===== src/rtl/sdsplit_pkg.sv =====
package sdsplit_pkg;

  typedef enum logic [0:0] {
    SPL_IDLE = 1'b0,
    SPL_BUSY = 1'b1
  } spl_state_e;

  localparam logic [1:0] DWSEL_32 = 2'b00;
  localparam logic [1:0] DWSEL_16 = 2'b01;

  localparam int unsigned COLBITS_MIN = 8;
  localparam int unsigned BANK_W      = 2;
  localparam int unsigned ROW_W       = 13;
  localparam int unsigned COL_W       = 13;
  localparam int unsigned WRAP_BEATS  = 4;

  // number of column bits selected by the 2-bit code
  function automatic logic [3:0] col_bits(input logic [1:0] sel);
    return 4'(COLBITS_MIN) + {2'b00, sel};
  endfunction

endpackage


===== src/rtl/sdsplit_conv.sv =====
// Converts a 16-bit-word address and length to SDRAM beat units.
module sdsplit_conv
  import sdsplit_pkg::*;
#(
  parameter int AW  = 26,
  parameter int LW  = 12,
  parameter int BAW = AW + 1,
  parameter int CW  = 14
) (
  input  logic [1:0]     dw_sel,
  input  logic [AW-1:0]  addr,
  input  logic [LW-1:0]  len,
  input  logic           wrap,
  output logic [BAW-1:0] beat,
  output logic [CW-1:0]  cnt
);

  logic [LW:0] len_ext;
  assign len_ext = {1'b0, len};

  always_comb begin
    if (dw_sel == DWSEL_32) begin
      beat = BAW'(addr >> 1);
      cnt  = CW'((len_ext + (LW+1)'(1)) >> 1);
    end else if (dw_sel == DWSEL_16) begin
      beat = BAW'(addr);
      cnt  = CW'(len);
    end else begin
      beat = BAW'({addr, 1'b0});
      cnt  = CW'({len, 1'b0});
    end
    if (wrap) begin
      cnt = CW'(WRAP_BEATS);
    end
  end

endmodule


===== src/rtl/sdsplit_fields.sv =====
// Splits a beat address into column, bank and row; reports room left in page.
module sdsplit_fields
  import sdsplit_pkg::*;
#(
  parameter int BAW = 27,
  parameter int CW  = 14
) (
  input  logic [BAW-1:0]    beat,
  input  logic [1:0]        col_sel,
  output logic [BANK_W-1:0] bank,
  output logic [ROW_W-1:0]  row,
  output logic [COL_W-1:0]  col,
  output logic [CW-1:0]     room
);

  localparam int EXTW = BAW + ROW_W + BANK_W;
  localparam int RBW  = ROW_W + BANK_W;

  logic [3:0]      cb;
  logic [EXTW-1:0] ext;
  logic [RBW-1:0]  upper;
  logic [CW-1:0]   page;
  logic [BAW-1:0]  col_full;

  always_comb begin
    cb       = col_bits(col_sel);
    ext      = EXTW'(beat);
    upper    = RBW'(ext >> cb);
    bank     = upper[BANK_W-1:0];
    row      = upper[RBW-1:BANK_W];
    page     = CW'(1) << cb;
    col_full = beat & (BAW'(page) - BAW'(1));
    col      = COL_W'(col_full);
    room     = page - CW'(col_full);
  end

endmodule


===== src/rtl/sdsplit_ctrl.sv =====
// Request capture, piece sequencing and downstream handshake.
module sdsplit_ctrl
  import sdsplit_pkg::*;
#(
  parameter int TW  = 4,
  parameter int BAW = 27,
  parameter int CW  = 14
) (
  input  logic           clk,
  input  logic           rst_n,
  input  logic           req_valid,
  input  logic [TW-1:0]  req_tag,
  input  logic           req_write,
  input  logic           req_wrap,
  input  logic [1:0]     col_sel_in,
  input  logic [BAW-1:0] beat_in,
  input  logic [CW-1:0]  cnt_in,
  input  logic [CW-1:0]  room,
  input  logic           sub_ack,
  output logic           req_ack,
  output logic           sub_valid,
  output logic           sub_first,
  output logic           sub_final,
  output logic           sub_wrap,
  output logic           sub_write,
  output logic [TW-1:0]  sub_tag,
  output logic [1:0]     col_sel_q,
  output logic [BAW-1:0] cur_beat,
  output logic [CW-1:0]  sub_len
);

  spl_state_e     state_q, state_d;
  logic [BAW-1:0] beat_q, beat_d;
  logic [CW-1:0]  rem_q, rem_d;
  logic           first_q, first_d;
  logic           wrap_q, write_q;
  logic [TW-1:0]  tag_q;
  logic [1:0]     csel_q;
  logic           fits, load_en, step_en;

  // next-state logic
  always_comb begin
    fits      = (rem_q <= room);
    sub_len   = wrap_q ? CW'(WRAP_BEATS) : (fits ? rem_q : room);
    sub_final = wrap_q | fits;
    load_en   = (state_q == SPL_IDLE) & req_valid;
    step_en   = (state_q == SPL_BUSY) & sub_ack & ~sub_final;

    state_d = state_q;
    case (state_q)
      SPL_IDLE: if (load_en) state_d = SPL_BUSY;
      SPL_BUSY: if (sub_ack && sub_final) state_d = SPL_IDLE;
      default:  state_d = SPL_IDLE;
    endcase

    beat_d  = load_en ? beat_in : beat_q + BAW'(sub_len);
    rem_d   = load_en ? cnt_in  : rem_q - sub_len;
    first_d = load_en;
  end

  // control registers
  always_ff @(posedge clk or negedge rst_n) begin
    if (!rst_n) begin
      state_q <= SPL_IDLE;
      first_q <= 1'b0;
    end else begin
      state_q <= state_d;
      if (load_en || step_en) first_q <= first_d;
    end
  end

  // data registers, enabled only
  always_ff @(posedge clk) begin
    if (load_en || step_en) begin
      beat_q <= beat_d;
      rem_q  <= rem_d;
    end
    if (load_en) begin
      wrap_q  <= req_wrap;
      write_q <= req_write;
      tag_q   <= req_tag;
      csel_q  <= col_sel_in;
    end
  end

  assign req_ack   = load_en;
  assign sub_valid = (state_q == SPL_BUSY);
  assign sub_first = first_q;
  assign sub_wrap  = wrap_q;
  assign sub_write = write_q;
  assign sub_tag   = tag_q;
  assign col_sel_q = csel_q;
  assign cur_beat  = beat_q;

endmodule


===== src/rtl/sdsplit_top.sv =====
module sdsplit_top
  import sdsplit_pkg::*;
#(
  parameter int AW = 26,
  parameter int LW = 12,
  parameter int TW = 4,
  localparam int BAW = AW + 1,
  localparam int CW  = ((LW + 2) > 12) ? (LW + 2) : 12
) (
  input  logic          clk,
  input  logic          rst_n,
  input  logic [1:0]    cfg_dw_sel,
  input  logic [1:0]    cfg_col_sel,
  input  logic          req_valid,
  input  logic [TW-1:0] req_tag,
  input  logic [AW-1:0] req_addr,
  input  logic [LW-1:0] req_len,
  input  logic          req_wrap,
  input  logic          req_write,
  output logic          req_ack,
  output logic          sub_valid,
  input  logic          sub_ack,
  output logic          sub_first,
  output logic          sub_final,
  output logic          sub_wrap,
  output logic          sub_write,
  output logic [TW-1:0] sub_tag,
  output logic [1:0]    sub_bank,
  output logic [12:0]   sub_row,
  output logic [12:0]   sub_col,
  output logic [CW-1:0] sub_len
);

  // reset: asserted asynchronously, released after two clock edges
  logic [1:0] rst_sync;
  logic       rst_int_n;

  always_ff @(posedge clk or negedge rst_n) begin
    if (!rst_n) rst_sync <= 2'b00;
    else        rst_sync <= {rst_sync[0], 1'b1};
  end
  assign rst_int_n = rst_sync[1];

  logic [BAW-1:0] beat_in, cur_beat;
  logic [CW-1:0]  cnt_in, room;
  logic [1:0]     col_sel_q;

  sdsplit_conv #(.AW(AW), .LW(LW), .BAW(BAW), .CW(CW)) u_conv (
    .dw_sel (cfg_dw_sel),
    .addr   (req_addr),
    .len    (req_len),
    .wrap   (req_wrap),
    .beat   (beat_in),
    .cnt    (cnt_in)
  );

  sdsplit_ctrl #(.TW(TW), .BAW(BAW), .CW(CW)) u_ctrl (
    .clk        (clk),
    .rst_n      (rst_int_n),
    .req_valid  (req_valid),
    .req_tag    (req_tag),
    .req_write  (req_write),
    .req_wrap   (req_wrap),
    .col_sel_in (cfg_col_sel),
    .beat_in    (beat_in),
    .cnt_in     (cnt_in),
    .room       (room),
    .sub_ack    (sub_ack),
    .req_ack    (req_ack),
    .sub_valid  (sub_valid),
    .sub_first  (sub_first),
    .sub_final  (sub_final),
    .sub_wrap   (sub_wrap),
    .sub_write  (sub_write),
    .sub_tag    (sub_tag),
    .col_sel_q  (col_sel_q),
    .cur_beat   (cur_beat),
    .sub_len    (sub_len)
  );

  sdsplit_fields #(.BAW(BAW), .CW(CW)) u_fields (
    .beat    (cur_beat),
    .col_sel (col_sel_q),
    .bank    (sub_bank),
    .row     (sub_row),
    .col     (sub_col),
    .room    (room)
  );

endmodule


===== config.mk =====
export PLATFORM = sky130hd
export DESIGN_NAME = sdsplit_top
export DESIGN_NICKNAME = d
export VERILOG_FILES = /design/src/rtl/sdsplit_pkg.sv /design/src/rtl/sdsplit_conv.sv /design/src/rtl/sdsplit_fields.sv /design/src/rtl/sdsplit_ctrl.sv /design/src/rtl/sdsplit_top.sv
export SDC_FILE = /design/constraint.sdc
export NUM_CORES = 1
export LEC_CHECK = 0
export ABC_AREA = 1
export BUFFER_PORTS_ARGS = -buffer_cell sky130_fd_sc_hd__buf_2
export CORE_ASPECT_RATIO = 1.2
export CORE_MARGIN = 4
export CORE_UTILIZATION = 45
export DETAILED_ROUTE_END_ITERATION = 8
export GPL_TIMING_DRIVEN = 0
export PLACE_DENSITY = 0.67
export REMOVE_ABC_BUFFERS = 1
export SLEW_MARGIN = 10
export SYNTH_ARGS = -nofsm -noshare
export SYNTH_HDL_FRONTEND = slang
export SYNTH_SLANG_ARGS = --single-unit

===== constraint.sdc =====
create_clock -name clk -period 6.6 [get_ports clk]
set_input_delay 1.32 -clock clk [delete_from_list [all_inputs] [get_ports clk]]
set_output_delay 1.32 -clock clk [all_outputs]
set_load 0.01 [all_outputs]

==> metrics.log <==
INFO  metric cts-root-to-sink-buffers = 2
INFO  metric power_per_cell_area = 610.8 nW/µm²
INFO  metric finalHoldViolations = 0
INFO  metric final_critical_path_setup_slack = 0.6248 ns
INFO  metric synth_cells = 873
INFO  metric grt_first_pass_wirelength = 26540 µm
INFO  metric worst_setup_path_start_kind = register
INFO  metric postSynth.asyncResetShare = 7.692%
INFO  metric cts_max_level = 2
INFO  metric gr-usage-met2 = 34.73%
INFO  metric final_min_period_over_clock_period = 90.53%
INFO  metric drt-total-wl = 16710 µm
INFO  metric setup_viol = 0
INFO  metric ios = 104
INFO  metric n_fill_cell = 1363
INFO  metric fin_worst_skew = 0.01154 ns
INFO  metric layout.nets = 1051
INFO  metric synth_enable_flop_cells = 48
INFO  metric drt_iter0_markers = 485
INFO  metric floorplan.die.width = 112.1 µm
INFO  metric ir_worst_vdd = 359.3 µV
INFO  metric cts.sink_count = 52
INFO  metric detailedPlacementHpwl = 12800 µm
INFO  metric dr_total_vias = 6026
INFO  metric share_of_final_layout_standard_cells_stronger_than_drive_strength_1 = 15.93%
INFO  metric rr_startpoint = u_ctrl.col_sel_q[0]
INFO  metric r2r.worst_path.cells = 27
INFO  metric first_global_vias = 5460
INFO  metric wire_per_inst = 14.95 µm
INFO  metric clk_transition_reported_paths = 0.08 ns
INFO  metric cts_inserted_buffers = 5
INFO  metric core_region = 12670 µm²
INFO  metric drt_pre_antenna_iters = 5
INFO  metric worstMarginPinSlew = 1.207 ns
INFO  metric synth-warning-count = 0
INFO  metric initial_utilization = 46.15%
INFO  metric register_area_share_after_synthesis = 26.36%
INFO  metric synth-seq-cells = 52
INFO  metric slew_viol_final = 0
INFO  metric power_leakage = 3.351 nW
INFO  metric grt_max_degree = 45
INFO  metric post-place-cells = 1105
INFO  metric antenna_found_initial = 0
INFO  metric post_synth_instance_area = 5847 µm²
INFO  metric postRouteAntennaNets = 0
INFO  metric die_area = 14890 µm²
INFO  metric insertion_delay = 0.30 ns
INFO  metric cts-root-buf = clkbuf_16
INFO  metric end_kind = register
INFO  metric synth_cell_type_count = 51
INFO  metric cts_tree = done
INFO  metric status = complete, no violations
INFO  metric max_slew_margin = 19.23%
INFO  metric num_antenna_cells = 0
INFO  metric drcViolationCount = 0
INFO  metric placement.io_buffers = 101
INFO  metric rrSetupSlack = 0.62 ns
INFO  metric crit_reg_reg_endpoint = u_ctrl.cur_beat[18]
INFO  metric die-height = 132.9 µm
INFO  metric critical_path_required = 6.66 ns
INFO  metric area_growth = 13.93%
INFO  metric holdBufCountCts = 0
INFO  metric synth-main-ff-cell = edfxtp_1
INFO  metric globalRoute.totalOverflow = 0
INFO  metric max_clock_freq = 167.4 MHz
INFO  metric finalWorstPathRequiredPeriod = 5.975 ns
INFO  metric worst_setup_slack_post_dpl = -0.04423 ns
INFO  metric core.rowCount = 45
INFO  metric syn_avg_cell_area = 6.697 µm²
INFO  metric global_route.usage.met1 = 30.69%
INFO  metric seq_area = 1541 µm²
INFO  metric stdcell_count = 1118
INFO  metric max_cap_violations = 0
INFO  metric rsz_0062_raised_after_global_routing = false
INFO  metric worst-path-max-fanout = 16
INFO  metric global_route.peak_usage_layer = met2
INFO  metric globalplace.congestion = 0.9306
INFO  metric critPathArrivalTime = 6.03 ns
INFO  metric min-delay-path-class = reg -> async
INFO  metric grtUsageMet3 = 2.928%
INFO  metric vias_per_cell = 5.390
INFO  metric grtUsageTotal = 21.57%
INFO  metric critical_path_class = reg -> reg
INFO  metric multiInputGateArea = 3646 µm²
## synth_stat cells, types with 8 or more instances
| master | instances | area, µm² |
|---|---|---|
| a21oi_1 | 69 | 345.3 |
| edfxtp_1 | 48 | 1441 |
| o21ai_2 | 8 | 70.07 |
| xor2_1 | 19 | 166.4 |
| nor2_1 | 78 | 292.8 |
| o21ai_0 | 77 | 385.4 |
| o22ai_1 | 18 | 112.6 |
| o211ai_1 | 8 | 60.06 |
| nand3_1 | 31 | 155.2 |
| clkbuf_1 | 16 | 60.06 |
| inv_1 | 125 | 469.2 |
| buf_4 | 10 | 75.07 |
| ha_1 | 44 | 550.5 |
| nand4_1 | 12 | 75.07 |
| nand2_1 | 218 | 818.3 |
## registers in the layout (all words and copies together), names as in the netlist
register and count:
rst_sync 2, u_ctrl.col_sel_q 2, u_ctrl.cur_beat 26, u_ctrl.rem_q 14
u_ctrl.sub_first 1, u_ctrl.sub_tag 4, u_ctrl.sub_valid 1, u_ctrl.sub_wrap 1
u_ctrl.sub_write 1
## metrics by stage
| stage | total power [W] | area, µm² | setup TNS [ns] | util, % | hold slack (ns) |
|---|---|---|---|---|---|
| 6_report | 0.004069 | 6661 | 0 | 52.58 | 0.02571 |
| 5_1_grt | 0.004539 | 6661 | 0 | 52.58 | 0.03698 |
| 4_1_cts | 0.004049 | 6615 | 0 | 52.22 | 0.03010 |
| 3_5_place_dp | 0.003673 | 6414 | -0.06656 | 50.63 | 0.02605 |
| 3_3_place_gp | 0.003639 | 6371 | -91.91 | 50.29 | 0.02203 |
| 2_1_floorplan | 0.002914 | 5660 | 0 | - | 0.01105 |
## timing repair
action                     CTS  global route
gates resized for setup      0             2
buffers inserted             1             4
pin swaps                    0             0
setup endpoints to repair    3             8
## power breakdown
part / switching (W) / total [W] / internal (W)
sequential: 0.000173 / 0.000815 / 0.000642
clock: 0.000130 / 0.000349 / 0.000219
combinational: 0.00186 / 0.00291 / 0.00105
total: 0.00216 / 0.00407 / 0.00191
## area by class of cell
class	count	area share, %
tap	164	3.080
timing repair buffer	107	8.621
clock inverter	3	1.033
inverter	133	7.513
clock buffer	5	1.878
multi-input combinational	654	54.73
sequential	52	23.14
## kinds of logic after synthesis
logic type,after synthesis,synth area share (%)
AND/OR/NAND/NOR,362,26.11
buffers and inverters,168,11.79
multiplexers,4,0.6848
XOR/XNOR,22,3.296
adder cells (fa/ha/maj),46,10.10
AO/OA/AOI/OAI,217,21.53
other,2,0.1284
flip-flops,52,26.36
## cell usage in the layout, fill, tap and decap left out, drive strengths merged, types with 5 or more instances in the layout
cell and count:
nand4 13, xor2 19, a22oi 5, nor3 9
nand3 31, nand2 220, o211ai 8, ha 44
o22ai 18, o21ai 91, nor2 82, inv 132
clkbuf 5, edfxtp 48, buf 107, a21oi 72
## critical path, stage by stage, from the launching register on
cell and delay (ns):
edfxtp_1 0.73, nand2_1 0.19, nor2_1 0.15, inv_1 0.06, ha_1 0.32, a211oi_1 0.30
nand2_1 0.18, nand2_1 0.14, inv_1 0.06, ha_1 0.29, nand2_1 0.06, nor2_2 0.14
nand2_1 0.07, nor2_1 0.08, nand2_1 0.11, a21oi_4 0.38, o21ai_0 0.13, a21oi_1 0.29
ha_1 0.27, inv_1 0.09, fa_1 0.40, nand3b_1 0.18, nand2_1 0.16, a21oi_1 0.16
o21ai_2 0.35, nand2_1 0.15, o21ai_0 0.22, nand2_1 0.07
## worst max path at each step
stage                              startpoint                  end  depth (start not counted)
after floorplan           u_ctrl.col_sel_q[0]   u_ctrl.cur_beat[0]                         19
after global placement    u_ctrl.col_sel_q[1]  u_ctrl.cur_beat[13]                         18
after detailed placement  u_ctrl.col_sel_q[1]  u_ctrl.cur_beat[18]                         26
after CTS                 u_ctrl.col_sel_q[1]  u_ctrl.cur_beat[18]                         26
after global routing      u_ctrl.col_sel_q[0]  u_ctrl.cur_beat[18]                         27
final                     u_ctrl.col_sel_q[0]  u_ctrl.cur_beat[18]                         27
## metal layers
metal | part of all wire, % | vias to the layer above
met4 | 1.7 | 0
met2 | 45 | 194
met1 | 47 | 2715
met3 | 5.8 | 28
li1 | - | 3089
met5 | 0 | -
Note: power is estimated with default switching activity, not from simulation.
